--- config.mk ---
export PLATFORM = sky130hd
export DESIGN_NAME = spi_word_fifo
export DESIGN_NICKNAME = d
export VERILOG_FILES = /design/src/rtl/spi_wf_pkg.sv /design/src/rtl/spi_wf_fifo.sv /design/src/rtl/spi_wf_tx_unpack.sv /design/src/rtl/spi_wf_rx_pack.sv /design/src/rtl/spi_word_fifo.sv
export SDC_FILE = /design/constraint.sdc
export NUM_CORES = 1
export LEC_CHECK = 0
export CAP_MARGIN = 20
export CORE_MARGIN = 4
export CORE_UTILIZATION = 35
export DETAILED_ROUTE_END_ITERATION = 12
export PLACE_DENSITY = 0.55
export SYNTH_ARGS = -nofsm -noshare
export SYNTH_HDL_FRONTEND = slang
export SYNTH_SLANG_ARGS = --single-unit
--- constraint.sdc ---
create_clock -name clk -period 7.6 [get_ports clk]
set_input_delay 1.52 -clock clk [delete_from_list [all_inputs] [get_ports clk]]
set_output_delay 1.52 -clock clk [all_outputs]
set_load 0.01 [all_outputs]
--- src/rtl/spi_wf_pkg.sv ---
package spi_wf_pkg;
  localparam int BYTE_W = 8;
  localparam int LANES  = 4;
  localparam int WORD_W = BYTE_W * LANES;

  typedef enum logic {
    LANE_LSB_FIRST = 1'b0,
    LANE_MSB_FIRST = 1'b1
  } lane_order_e;

  // Map stream position within a word to the physical byte lane.
  function automatic logic [1:0] phys_lane(input logic [1:0] seq, input lane_order_e ord);
    return (ord == LANE_MSB_FIRST) ? (2'd3 - seq) : seq;
  endfunction

  function automatic logic [BYTE_W-1:0] get_lane(input logic [WORD_W-1:0] w, input logic [1:0] l);
    return w[BYTE_W*int'(l) +: BYTE_W];
  endfunction

  function automatic logic [WORD_W-1:0] put_lane(input logic [BYTE_W-1:0] b, input logic [1:0] l);
    logic [WORD_W-1:0] r;
    r = '0;
    r[BYTE_W*int'(l) +: BYTE_W] = b;
    return r;
  endfunction
endpackage

--- src/rtl/spi_wf_fifo.sv ---
module spi_wf_fifo #(
  parameter int WIDTH = 32,
  parameter int DEPTH = 8,
  localparam int AW    = (DEPTH > 1) ? $clog2(DEPTH) : 1,
  localparam int LVL_W = $clog2(DEPTH + 1)
) (
  input  logic             clk,
  input  logic             rst_n,
  input  logic             clr,
  input  logic             push,
  input  logic [WIDTH-1:0] push_data,
  input  logic             pop,
  output logic [WIDTH-1:0] head,
  output logic [LVL_W-1:0] level,
  output logic             empty,
  output logic             full
);
  logic [WIDTH-1:0] mem [DEPTH];
  logic [AW-1:0]    wp, rp;
  logic             push_ok, pop_ok;

  assign empty   = (level == '0);
  assign full    = (level == LVL_W'(DEPTH));
  assign push_ok = push && !full;
  assign pop_ok  = pop && !empty;
  assign head    = mem[rp];

  function automatic logic [AW-1:0] bump(input logic [AW-1:0] p);
    return (p == AW'(DEPTH - 1)) ? '0 : p + 1'b1;
  endfunction

  always_ff @(posedge clk) begin
    if (push_ok) mem[wp] <= push_data;
  end

  always_ff @(posedge clk or negedge rst_n) begin
    if (!rst_n) begin
      wp    <= '0;
      rp    <= '0;
      level <= '0;
    end else if (clr) begin
      wp    <= '0;
      rp    <= '0;
      level <= '0;
    end else begin
      if (push_ok) wp <= bump(wp);
      if (pop_ok)  rp <= bump(rp);
      case ({push_ok, pop_ok})
        2'b10:   level <= level + 1'b1;
        2'b01:   level <= level - 1'b1;
        default: level <= level;
      endcase
    end
  end
endmodule

--- src/rtl/spi_wf_tx_unpack.sv ---
module spi_wf_tx_unpack
  import spi_wf_pkg::*;
#(
  parameter int LEN_W = 6
) (
  input  logic              clk,
  input  logic              rst_n,
  input  logic              clr,
  input  logic [WORD_W-1:0] head,
  input  logic              fifo_empty,
  input  lane_order_e       order,
  input  logic [LEN_W-1:0]  xfer_len,
  input  logic              byte_ready,
  output logic              byte_valid,
  output logic [BYTE_W-1:0] byte_data,
  output logic              pop
);
  logic [1:0]       seq;
  logic [LEN_W-1:0] sent;
  logic             fire, final_byte;

  assign byte_valid = !fifo_empty && (sent < xfer_len);
  assign fire       = byte_valid && byte_ready;
  assign final_byte = (LEN_W'(sent + 1'b1) == xfer_len);
  assign pop        = fire && ((seq == 2'd3) || final_byte);
  assign byte_data  = get_lane(head, phys_lane(seq, order));

  always_ff @(posedge clk or negedge rst_n) begin
    if (!rst_n) begin
      seq  <= '0;
      sent <= '0;
    end else if (clr) begin
      seq  <= '0;
      sent <= '0;
    end else if (fire) begin
      sent <= sent + 1'b1;
      seq  <= pop ? 2'd0 : seq + 1'b1;
    end
  end
endmodule

--- src/rtl/spi_wf_rx_pack.sv ---
module spi_wf_rx_pack
  import spi_wf_pkg::*;
(
  input  logic              clk,
  input  logic              rst_n,
  input  logic              clr,
  input  logic              byte_valid,
  input  logic [BYTE_W-1:0] byte_data,
  input  logic              byte_last,
  input  lane_order_e       order,
  input  logic              fifo_full,
  output logic              byte_ready,
  output logic              push,
  output logic [WORD_W-1:0] push_word
);
  logic [WORD_W-1:0] acc;
  logic [1:0]        seq;
  logic              fire;

  assign byte_ready = !fifo_full;
  assign fire       = byte_valid && byte_ready;
  assign push_word  = acc | put_lane(byte_data, phys_lane(seq, order));
  assign push       = fire && ((seq == 2'd3) || byte_last);

  always_ff @(posedge clk or negedge rst_n) begin
    if (!rst_n) begin
      acc <= '0;
      seq <= '0;
    end else if (clr) begin
      acc <= '0;
      seq <= '0;
    end else if (fire) begin
      if (push) begin
        acc <= '0;
        seq <= '0;
      end else begin
        acc <= push_word;
        seq <= seq + 1'b1;
      end
    end
  end
endmodule

--- src/rtl/spi_word_fifo.sv ---
module spi_word_fifo
  import spi_wf_pkg::*;
#(
  parameter int DEPTH = 8,
  localparam int LVL_W = $clog2(DEPTH + 1),
  localparam int LEN_W = $clog2(DEPTH * LANES + 1)
) (
  input  logic              clk,
  input  logic              rst_n,
  input  logic              clr,
  input  logic              tx_order,
  input  logic              rx_order,
  input  logic [LEN_W-1:0]  tx_len,
  input  logic              wr_valid,
  output logic              wr_ready,
  input  logic [WORD_W-1:0] wr_data,
  output logic              txb_valid,
  input  logic              txb_ready,
  output logic [BYTE_W-1:0] txb_data,
  input  logic              rxb_valid,
  output logic              rxb_ready,
  input  logic [BYTE_W-1:0] rxb_data,
  input  logic              rxb_last,
  output logic              rd_valid,
  input  logic              rd_ready,
  output logic [WORD_W-1:0] rd_data,
  output logic [LVL_W-1:0]  tx_level,
  output logic              tx_empty,
  output logic              tx_full,
  output logic [LVL_W-1:0]  rx_level,
  output logic              rx_empty,
  output logic              rx_full,
  output logic              tx_ovf,
  output logic              rx_udf
);
  logic [WORD_W-1:0] tx_head, rx_head, rx_word;
  logic              tx_pop, rx_push;

  spi_wf_fifo #(.WIDTH(WORD_W), .DEPTH(DEPTH)) u_tx_fifo (
    .clk, .rst_n, .clr,
    .push(wr_valid), .push_data(wr_data), .pop(tx_pop),
    .head(tx_head), .level(tx_level), .empty(tx_empty), .full(tx_full)
  );

  spi_wf_tx_unpack #(.LEN_W(LEN_W)) u_tx_unpack (
    .clk, .rst_n, .clr,
    .head(tx_head), .fifo_empty(tx_empty), .order(lane_order_e'(tx_order)),
    .xfer_len(tx_len), .byte_ready(txb_ready),
    .byte_valid(txb_valid), .byte_data(txb_data), .pop(tx_pop)
  );

  spi_wf_rx_pack u_rx_pack (
    .clk, .rst_n, .clr,
    .byte_valid(rxb_valid), .byte_data(rxb_data), .byte_last(rxb_last),
    .order(lane_order_e'(rx_order)), .fifo_full(rx_full),
    .byte_ready(rxb_ready), .push(rx_push), .push_word(rx_word)
  );

  spi_wf_fifo #(.WIDTH(WORD_W), .DEPTH(DEPTH)) u_rx_fifo (
    .clk, .rst_n, .clr,
    .push(rx_push), .push_data(rx_word), .pop(rd_ready),
    .head(rx_head), .level(rx_level), .empty(rx_empty), .full(rx_full)
  );

  assign wr_ready = !tx_full;
  assign rd_valid = !rx_empty;
  assign rd_data  = rd_valid ? rx_head : '0;

  always_ff @(posedge clk or negedge rst_n) begin
    if (!rst_n) begin
      tx_ovf <= 1'b0;
      rx_udf <= 1'b0;
    end else if (clr) begin
      tx_ovf <= 1'b0;
      rx_udf <= 1'b0;
    end else begin
      if (wr_valid && tx_full) tx_ovf <= 1'b1;
      if (rd_ready && rx_empty) rx_udf <= 1'b1;
    end
  end
endmodule

=== Yosys cells after proc, flatten, opt, wreduce, memory -nomap -nowiden ===
Memory sizes are Yosys's and may differ from the RTL's.
Cells that the tools add are included.

* $add $sub $neg: 14
* $lt $le $gt $ge: 1
* Equal/unequal tests: 13
* Shift operators: 3
* Muxes and demuxes: 38
* Bitwise operators: 2
* Reductions and logical operators: 29

{| class="wikitable"
|+ Operators with widths
! operator !! count
|-
| $mux 32 || 4
|-
| $mux 3 || 12
|-
| $neg 5->33 || 1
|-
| $shift 8x33->32 const A || 1
|-
| $shiftx 8x33->32 || 1
|-
| $and 32x32->32 || 1
|-
| $or 32x32->32 || 1
|-
| $shiftx 32x6->8 || 1
|-
| $mux 2 || 8
|-
| $pmux 4 s2 || 2
|-
| $reduce_bool 2->1 || 8
|-
| $add 3x1->3 const B || 4
|-
| $eq 3x3->1 const B || 4
|-
| $mux 6 || 2
|-
| $logic_and 1x1->1 || 11
|-
| $add 4x1->4 const B || 2
|-
| $eq 2x2->1 const B || 4
|-
| $eq 4x4->1 const B || 2
|-
| $logic_not 4->1 || 2
|-
| $mux 1 || 8
|-
| $mux 4 || 2
|-
| $sub 4x1->4 const B || 2
|-
| $add 6x1->6 const B || 1
|-
| $eq 6x6->1 || 1
|-
| other kinds (7) || 15
|}

* Bits in registers: 64
* Memory bits (writable): 512
* Input port bits: 56
* Output and inout port bits: 58
* Word-level logic and storage cells: 114
* Memories kept: 2

{| class="wikitable"
|+ Memories
! memory !! words !! bits a word !! read ports !! clocked after Yosys merged registers in !! write ports !! line !! text
|-
| u_rx_fifo.mem || 8 || 32 || 1 || 0 || 1 || spi_wf_fifo.sv:18 || <nowiki>logic [WIDTH-1:0] mem [DEPTH];</nowiki>
|-
| u_tx_fifo.mem || 8 || 32 || 1 || 0 || 1 || spi_wf_fifo.sv:18 ||
|}

=== Depth between registers and ports, before layout ===
Gate-level depths: netlist (run 1).

* Word-level depth: 9
* Mapped depth: 16
* Gate-level depth less buffers: 15

=== By module ===
From an unflattened synthesis (run 1), not the netlist that was laid out.

* Cell total of the unflattened synthesis: 1180
* Area, all modules: 23552.6 um2

{| class="wikitable"
|+ By module, submodules not included
! module !! times used !! cells an instance !! area each (um2) !! seq. area each (um2)
|-
| spi_wf_fifo at u_rx_fifo || 1 || 458 || 10303.6 || 7937.6
|-
| spi_wf_fifo at u_tx_fifo || 1 || 449 || 10298.6 || 7937.6
|-
| spi_wf_rx_pack || 1 || 147 || 1729.2 || 850.8
|-
| spi_wf_tx_unpack || 1 || 83 || 919.6 || 200.2
|-
| spi_word_fifo || 1 || 43 || 301.5 || 50.0
|}

=== Worst setup path before layout (run 1) ===
Ideal clock, no wire load.

* Kind: in2reg
* Start: input wr_valid
* End: memory u_tx_fifo.mem[0][0], enable pin
* Setup time: 501 ps
* Arrival: 5173 ps
* Data required time: 7099 ps
* Slack: 1926 ps
* Cell stages on the path: 4
* Path buffers: 2
* Cells stage by stage: clkbuf_1 -> nand2_1 -> buf_2 -> nor4_1

* Word-level cells in the longest chain between the ends: 3

{| class="wikitable"
|+ Ends and longest elaborated chain
! element !! line !! text
|-
| from (decl) || spi_word_fifo.sv:14 || <nowiki>input logic wr_valid,</nowiki>
|-
| $logic_and 1x1->1 || spi_wf_fifo.sv:24 || <nowiki>assign push_ok = push && !full;</nowiki>
|-
| $mux 1 || spi_wf_fifo.sv:33 || <nowiki>if (push_ok) mem[wp] <= push_data;</nowiki>
|-
| $mux 1 (implied by the code) || spi_wf_fifo.sv:33 ||
|-
| to (decl) || spi_wf_fifo.sv:18 ||
|}

No other way between the ends.

=== Final worst setup path (run 1) ===
* Start: input tx_order
* End: output txb_data[1]

* Word-level cells in the longest chain between the ends: 2

{| class="wikitable"
|+ Ends and longest elaborated chain
! element !! line !! text
|-
| from (decl) || spi_word_fifo.sv:11 || <nowiki>input logic tx_order,</nowiki>
|-
| $mux 2 || spi_wf_pkg.sv:13 || <nowiki>return (ord == LANE_MSB_FIRST) ? (2'd3 - seq) : seq;</nowiki>
|-
| $shiftx 32x6->8 || spi_wf_pkg.sv:17 || <nowiki>return w[BYTE_W*int'(l) +: BYTE_W];</nowiki>
|-
| to (decl) || spi_word_fifo.sv:19 || <nowiki>output logic [BYTE_W-1:0] txb_data,</nowiki>
|}

No other way between the ends.

==> flow_summary_export.csv, run 1 <==
group,metric,value,unit
routing,wire_per_inst,22.05,um
sta,hold_viol_final,0,
clock_network,cts_tree,"built",
die,core.rowCount,94,
hold_path,hold_depth,2,
clock_network,cts_root_buf,"clkbuf_16",
sta,max_freq,168.9,MHz
logic_synthesis,yosys.area.top_type,"edfxtp_1",
clock_network,cts_resized,0,
clock_network,cts_sinks,576,
clock_network,ctsHoldBuffers,0,
placed_design,dpl.hpwl,28200,um
placed_design,gp_congestion,0.7114,
die,start_util,35.27,%
sta,slew_violations,0,
run_status,status,"complete, no violations",
sta,fin_crit_sh,77.90,%
logic_synthesis,synth-seq-cells,576,
critical_path,r2r_cells,14,
hold_path,hold_start,"tx_ovf",
final_layout,syn2layout_area_growth,18.17,%
global_routing,overflow,0,
logic_synthesis,ys_warn_count,0,
hold_path,hp-class,"register to register",
run,maxCapViolCount,0,
critical_path,path_max_fanout,16,
sta,worst_slack,1.679,ns
sta,tns,0,ns
clock_network,post-cts-setup-buffers,0,
clock_network,worstSkewPairLatency,0.64,ns
clock_network,numCtsBuffers,60,
logic_synthesis,synthArstFlopShare,11.11,%
pwr,leakagePower,8.989,nW
die,io_pins,114,
sta,setup_viol,0,
critical_path,path_buf_inv,2,
critical_path,cp_common_cell,"clkdlybuf4s50_1",
routing,drt-total-wl,50240,um
logic_synthesis,synth_cell_types,51,
critical_path,arrival,4.40,ns
placed_design,pre_cts_slack,1.636,ns
die,dieHeight,265.2,um
sta,tightest_slew,1.059,ns
critical_path,r2r_start,"u_tx_unpack.sent[1]",
critical_path,start_kind,"input pin",
logic_synthesis,synthTopCellsByArea,"edfxtp_1 (66%), mux4_2 (14%), dfrtp_1 (6.9%)",
critical_path,path_cells,"clkdlybuf4s50_1, xor2_4, mux4_2, mux2_2, clkdlybuf4s50_1",
logic_synthesis,synth_nets,1302,
critical_path,crit_cells,5,
placed_design,portBuffers,113,
global_routing,grt_antenna_before_repair,5,
critical_path,path_class,"input pin to primary output",
pwr,powerDensity,290.4,mW/mm2
die,fp.dieW,265.2,um
routing,drcViolationCount,0,
final_layout,mostFrequentLayoutCells,"edfxtp_1 (512), mux4_2 (141), clkdlybuf4s50_1 (111)",
die,dieArea,0.07032,mm2
global_routing,grt_pass1_wl,76620,um
logic_synthesis,synth_area,0.02315,mm2
logic_synthesis,ys_seq_area_share,73.33,%
critical_path,cp_slowest_cell,"xor2_4",
sta,relSlewSlack,29.40,%
routing,drt_iter0_markers,654,
routing,vias_per_cell,5.065,
critical_path,crit_path_end_kind,"primary output",
critical_path,r2r-end,"u_tx_fifo.level[3]",
global_routing,grt_pass1_vias,12260,
final_layout,drive_above_1_share,20.59,%
sta,rsz0062_at_grt,"no",
clock_network,clockBufferDepth,3,
clock_network,htree_num_levels,2,
die,coreArea,0.06563,mm2
routing,ant_nets,0,
final_layout,final_common_cell,"edfxtp_1",
sta,skew,0.04835,ns
global_routing,grt_max_degree,65,
sta,finalCriticalPeriod,5.921,ns
critical_path,critPathLaunch,"tx_order",
logic_synthesis,synthCells,1224,
pwr,peakVddDrop,0.0001971,V
logic_synthesis,synthDominantCellAreaShare,66.41,%
clock_network,path_clk_slew,0.06,ns
global_routing,grt_use_total,14.25,%
logic_synthesis,avgSynthCellArea,18.91,um2
critical_path,required,6.08,ns
critical_path,slowest_delay,0.82,ns
routing,via_count,11540,
hold_path,hold_end,"tx_ovf",
critical_path,rrSetupSlack,4.33,ns
routing,first_pass_iters,5,
logic_synthesis,synth_enable_flop_cells,512,
final_layout,nNetsFinal,1442,
critical_path,cp_top_family,"buffers and inverters",
logic_synthesis,ys.flop_type,"edfxtp_1",
## layer usage
metal	track usage [%]	routed length, um	part of all wire, %
met2	24.84	25900	52
met4	3.498	962	1.9
met1	18.32	20760	41
met5	0	61	0.12
met3	3.089	2561	5.1
## how the worst max path moves through the flow
stage	to	slack, ns
floorplan	u_tx_fifo.mem[0][0]	1.93
global placement	txb_data[1]	1.63
detailed placement	txb_data[1]	1.64
CTS	txb_data[1]	1.63
global route	txb_data[1]	1.49
finish	txb_data[1]	1.68
## sequential cells by signal (all words and copies together) (netlist names)
name,cells
u_rx_fifo.level,4
u_rx_pack.seq,2
u_tx_fifo.rp,3
u_tx_fifo.level,4
u_rx_fifo.rp,3
u_rx_pack.acc,32
u_rx_fifo.mem,256
tx_ovf,1
u_tx_unpack.seq,2
u_tx_fifo.mem,256
u_rx_fifo.wp,3
u_tx_fifo.wp,3
rx_udf,1
u_tx_unpack.sent,6
## per-stage QoR
| stage | util, % | total power [mW] | instances | hold WS (ns) | cell area, um2 |
|---|---|---|---|---|---|
| after global placement | 38.69 | 5.129 | 2166 | 0.4839 | 25390 |
| after CTS | 41.68 | 8.067 | 2277 | 0.5063 | 27350 |
| final | 41.68 | 7.945 | 2278 | 0.4994 | 27360 |
| after global routing | 41.68 | 8.307 | 2278 | 0.5127 | 27360 |
| after detailed placement | 38.69 | 5.149 | 2166 | 0.4919 | 25390 |
| after floorplan | - | 4.508 | 1224 | 0.4837 | 23150 |
## kinds of logic after synthesis
family / synth area share (%)
flip-flops: 73.33
AND/OR/NAND/NOR: 3.913
multiplexers: 15.92
AO/OA/AOI/OAI: 2.708
buffers and inverters: 2.081
adder cells (fa/ha/maj): 1.221
XOR/XNOR: 0.8215
## power breakdown
part           internal, mW  switching, mW  leakage, nW
Combinational         0.664          0.693         2.51
Clock                  1.68           1.22        0.962
Sequential             3.58          0.109         5.52
## worst register-to-register path, delay by kind of cell (launching register included)
family,cells,cell delay [ns]
AOI/OAI and AO/OA,4,0.58
and+or+nand+nor,7,1.51
DFF,1,0.42
buffers and inverters,1,0.11
adders and majority gates,2,0.57
## synthesized netlist by cell type (all sizes together), types with 6 or more instances
| cell | instances |
|---|---|
| a21oi | 91 |
| xor2 | 9 |
| mux4 | 144 |
| clkbuf | 30 |
| nor4 | 7 |
| nand2b | 6 |
| ha | 21 |
| mux2i | 33 |
| edfxtp | 512 |
| o21ai | 7 |
| nand3b | 6 |
| nor2 | 95 |
| nand2 | 28 |
| xnor2 | 11 |
| nand3 | 12 |
| nor3 | 19 |
| mux2 | 9 |
| inv | 46 |
| dfrtp | 64 |
| buf | 33 |
| nor3b | 7 |
## final cells by class
cell class                      instances  area (um2)
Fill cell                            5845       38270
Multi-Input combinational cell        538        5811
Sequential cell                       576       16990
Inverter                               47       176.4
Timing Repair Buffer                  141        1334
Antenna cell                            1       2.502
Tap cell                              864        1081
Clock inverter                         37       389.1
Clock buffer                           74        1574
Power figures use the tool's default switching activity.
==> run 2: changes to the inputs <==
==> constraint.sdc (replaced) <==
create_clock -name clk -period 5.6 [get_ports clk]
set_input_delay 1.12 -clock clk [delete_from_list [all_inputs] [get_ports clk]]
set_output_delay 1.12 -clock clk [all_outputs]
set_load 0.01 [all_outputs]
==> flow_summary_export.csv, run 2 (synthesis gave the netlist of run 1 again) <==
group,metric,value,unit
critical_path,cp_top_family,"multiplexers",
clock_network,worstSkewPairLatency,0.63,ns
clock_network,post-cts-setup-buffers,0,
routing,via_count,11560,
routing,drt-total-wl,50540,um
final_layout,largestRegisters,"u_rx_fifo.mem x256, u_tx_fifo.mem x256, u_rx_pack.acc x32",
pwr,power_switching,2.735,mW
routing,wire_per_inst,22.16,um
pwr,sw_frac_of_total,25.07,%
sta,setup_viol,0,
die,io_pins,114,
clock_network,numCtsBuffers,61,
global_routing,top_usage_layer,"met2",
pwr,pwr-share-comb,17.0,%
die,start_util,35.27,%
placed_design,portBuffers,113,
clock_network,cts_tree,"built",
global_routing,overflow,0,
routing,first_pass_iters,5,
placed_design,dpl_cell_area,0.02544,mm2
final_layout,nNetsFinal,1445,
final_layout,final_util,41.88,%
critical_path,arrival,3.79,ns
critical_path,rrSetupSlack,2.38,ns
routing,drt_iter0_markers,744,
sta,fin_crit_sh,87.73,%
critical_path,path_class,"register to primary output",
global_routing,met1_usage,19.31,%
global_routing,grt_pass1_wl,77050,um
sta,finalCriticalPeriod,4.913,ns
global_routing,grt_max_degree,65,
clock_network,cts_root_buf,"clkbuf_16",
hold_path,hold_depth,2,
hold_path,hp-class,"register to register",
critical_path,path_buf_inv,2,
clock_network,htree_num_levels,2,
critical_path,slowest_delay,1.00,ns
sta,hold_viol_final,0,
final_layout,drive_above_1_share,20.69,%
run,maxCapViolCount,0,
sta,hold-worst-slack,0.5015,ns
pwr,leakagePower,9.036,nW
routing,drcViolationCount,0,
critical_path,path_max_fanout,40,
die,dieArea,0.07032,mm2
pwr,power_frac_seq,46.0,%
sta,slew_violations,0,
critical_path,required,4.48,ns
pwr,peakVddDrop,0.0002613,V
placed_design,gp_congestion,0.7154,
critical_path,start_kind,"register",
final_layout,fin_cells,2281,
die,dieHeight,265.2,um
final_layout,syn2layout_area_growth,18.74,%
global_routing,grt_pass1_vias,12300,
critical_path,r2r_cells,13,
routing,ant_nets,0,
global_routing,grt_use_met2,24.22,%
die,coreArea,0.06563,mm2
global_routing,grt_antenna_before_repair,3,
sta,tightest_slew,1.029,ns
run_status,status,"complete, no violations",
critical_path,crit_path_end_kind,"primary output",
placed_design,place_inst,2168,
final_layout,final_common_cell,"edfxtp_1",
clock_network,clockBufferDepth,3,
sta,rsz0062_at_grt,"no",
die,fp.dieW,265.2,um
final_layout,mostFrequentLayoutCells,"edfxtp_1 (512), mux4_2 (141), clkdlybuf4s50_1 (111)",
clock_network,cts_resized,0,
global_routing,grt_use_total,14.31,%
critical_path,crit_cells,5,
sta,tns,0,ns
critical_path,cp_common_cell,"mux4_2",
critical_path,path_cells,"buf_4, mux4_2, mux4_2, mux2_2, clkdlybuf4s50_1",
pwr,p_int,8.174,mW
sta,skew,0.04395,ns
routing,vias_per_cell,5.066,
final_layout,fin_area,0.02749,mm2
critical_path,cp_slowest_cell,"dfrtp_4",
clock_network,cts_sinks,576,
sta,relSlewSlack,31.38,%
global_routing,grtUsageMet3,2.655,%
placed_design,dpl.hpwl,29110,um
pwr,clockPowerShare,37.0,%
clock_network,ctsHoldBuffers,0,
clock_network,path_clk_slew,0.06,ns
die,core.rowCount,94,
pwr,powerDensity,396.9,mW/mm2
sta,max_freq,203.5,MHz
==> run 2: layout make-up <==
class	count	area, um2
tap	864	1081
timing repair buffer	143	1386
antenna	1	2.502
inverter	47	176.4
fill	5822	38140
sequential	576	16990
multi-input combinational	538	5811
clock inverter	35	396.6
clock buffer	77	1647
==> run 2: final timing paths <==
check	end	start
setup / recovery	txb_data[6]	u_tx_fifo.rp[0]
hold / removal	rx_udf	rx_udf
setup reg to reg	u_tx_fifo.level[2]	u_tx_unpack.sent[1]
hold reg to reg	rx_udf	rx_udf
max in group asynchronous	u_tx_fifo.rp[0]	rst_n
min in group asynchronous	u_rx_pack.acc[10]	rst_n
==> run 2: power by group through the flow <==
stage / Combinational (mW) / Sequential [mW] / Clock (mW)
floorplan: 1.11 / 5.01 / 0
global placement: 1.86 / 5.10 / 0
detailed placement: 1.89 / 5.11 / 0
CTS: 1.90 / 5.02 / 4.15
global route: 2.02 / 5.04 / 4.35
finish: 1.85 / 5.02 / 4.04
==> run 2: layer usage <==
layer | vias to the layer above | part of all wire (%)
li1 | 5159 | -
met4 | 4 | 1.8
met3 | 70 | 4.1
met2 | 201 | 50
met5 | - | 0.044
met1 | 6121 | 44
==> run 2: tightest hold or removal path, cell delays in order, from the launching register on <==
cell     delay (ns)
dfrtp_1        0.34
a21oi_1        0.04
nor2_1         0.08
==> run 2: metrics by stage <==
stage / setup slack [ns] / power [mW]
2_1_floorplan: 0.3260 / 6.118
3_3_place_gp: 0.8090 / 6.965
3_5_place_dp: 0.8188 / 7.005
4_1_cts: 0.5551 / 11.07
5_1_grt: 0.4603 / 11.42
6_report: 0.6870 / 10.91
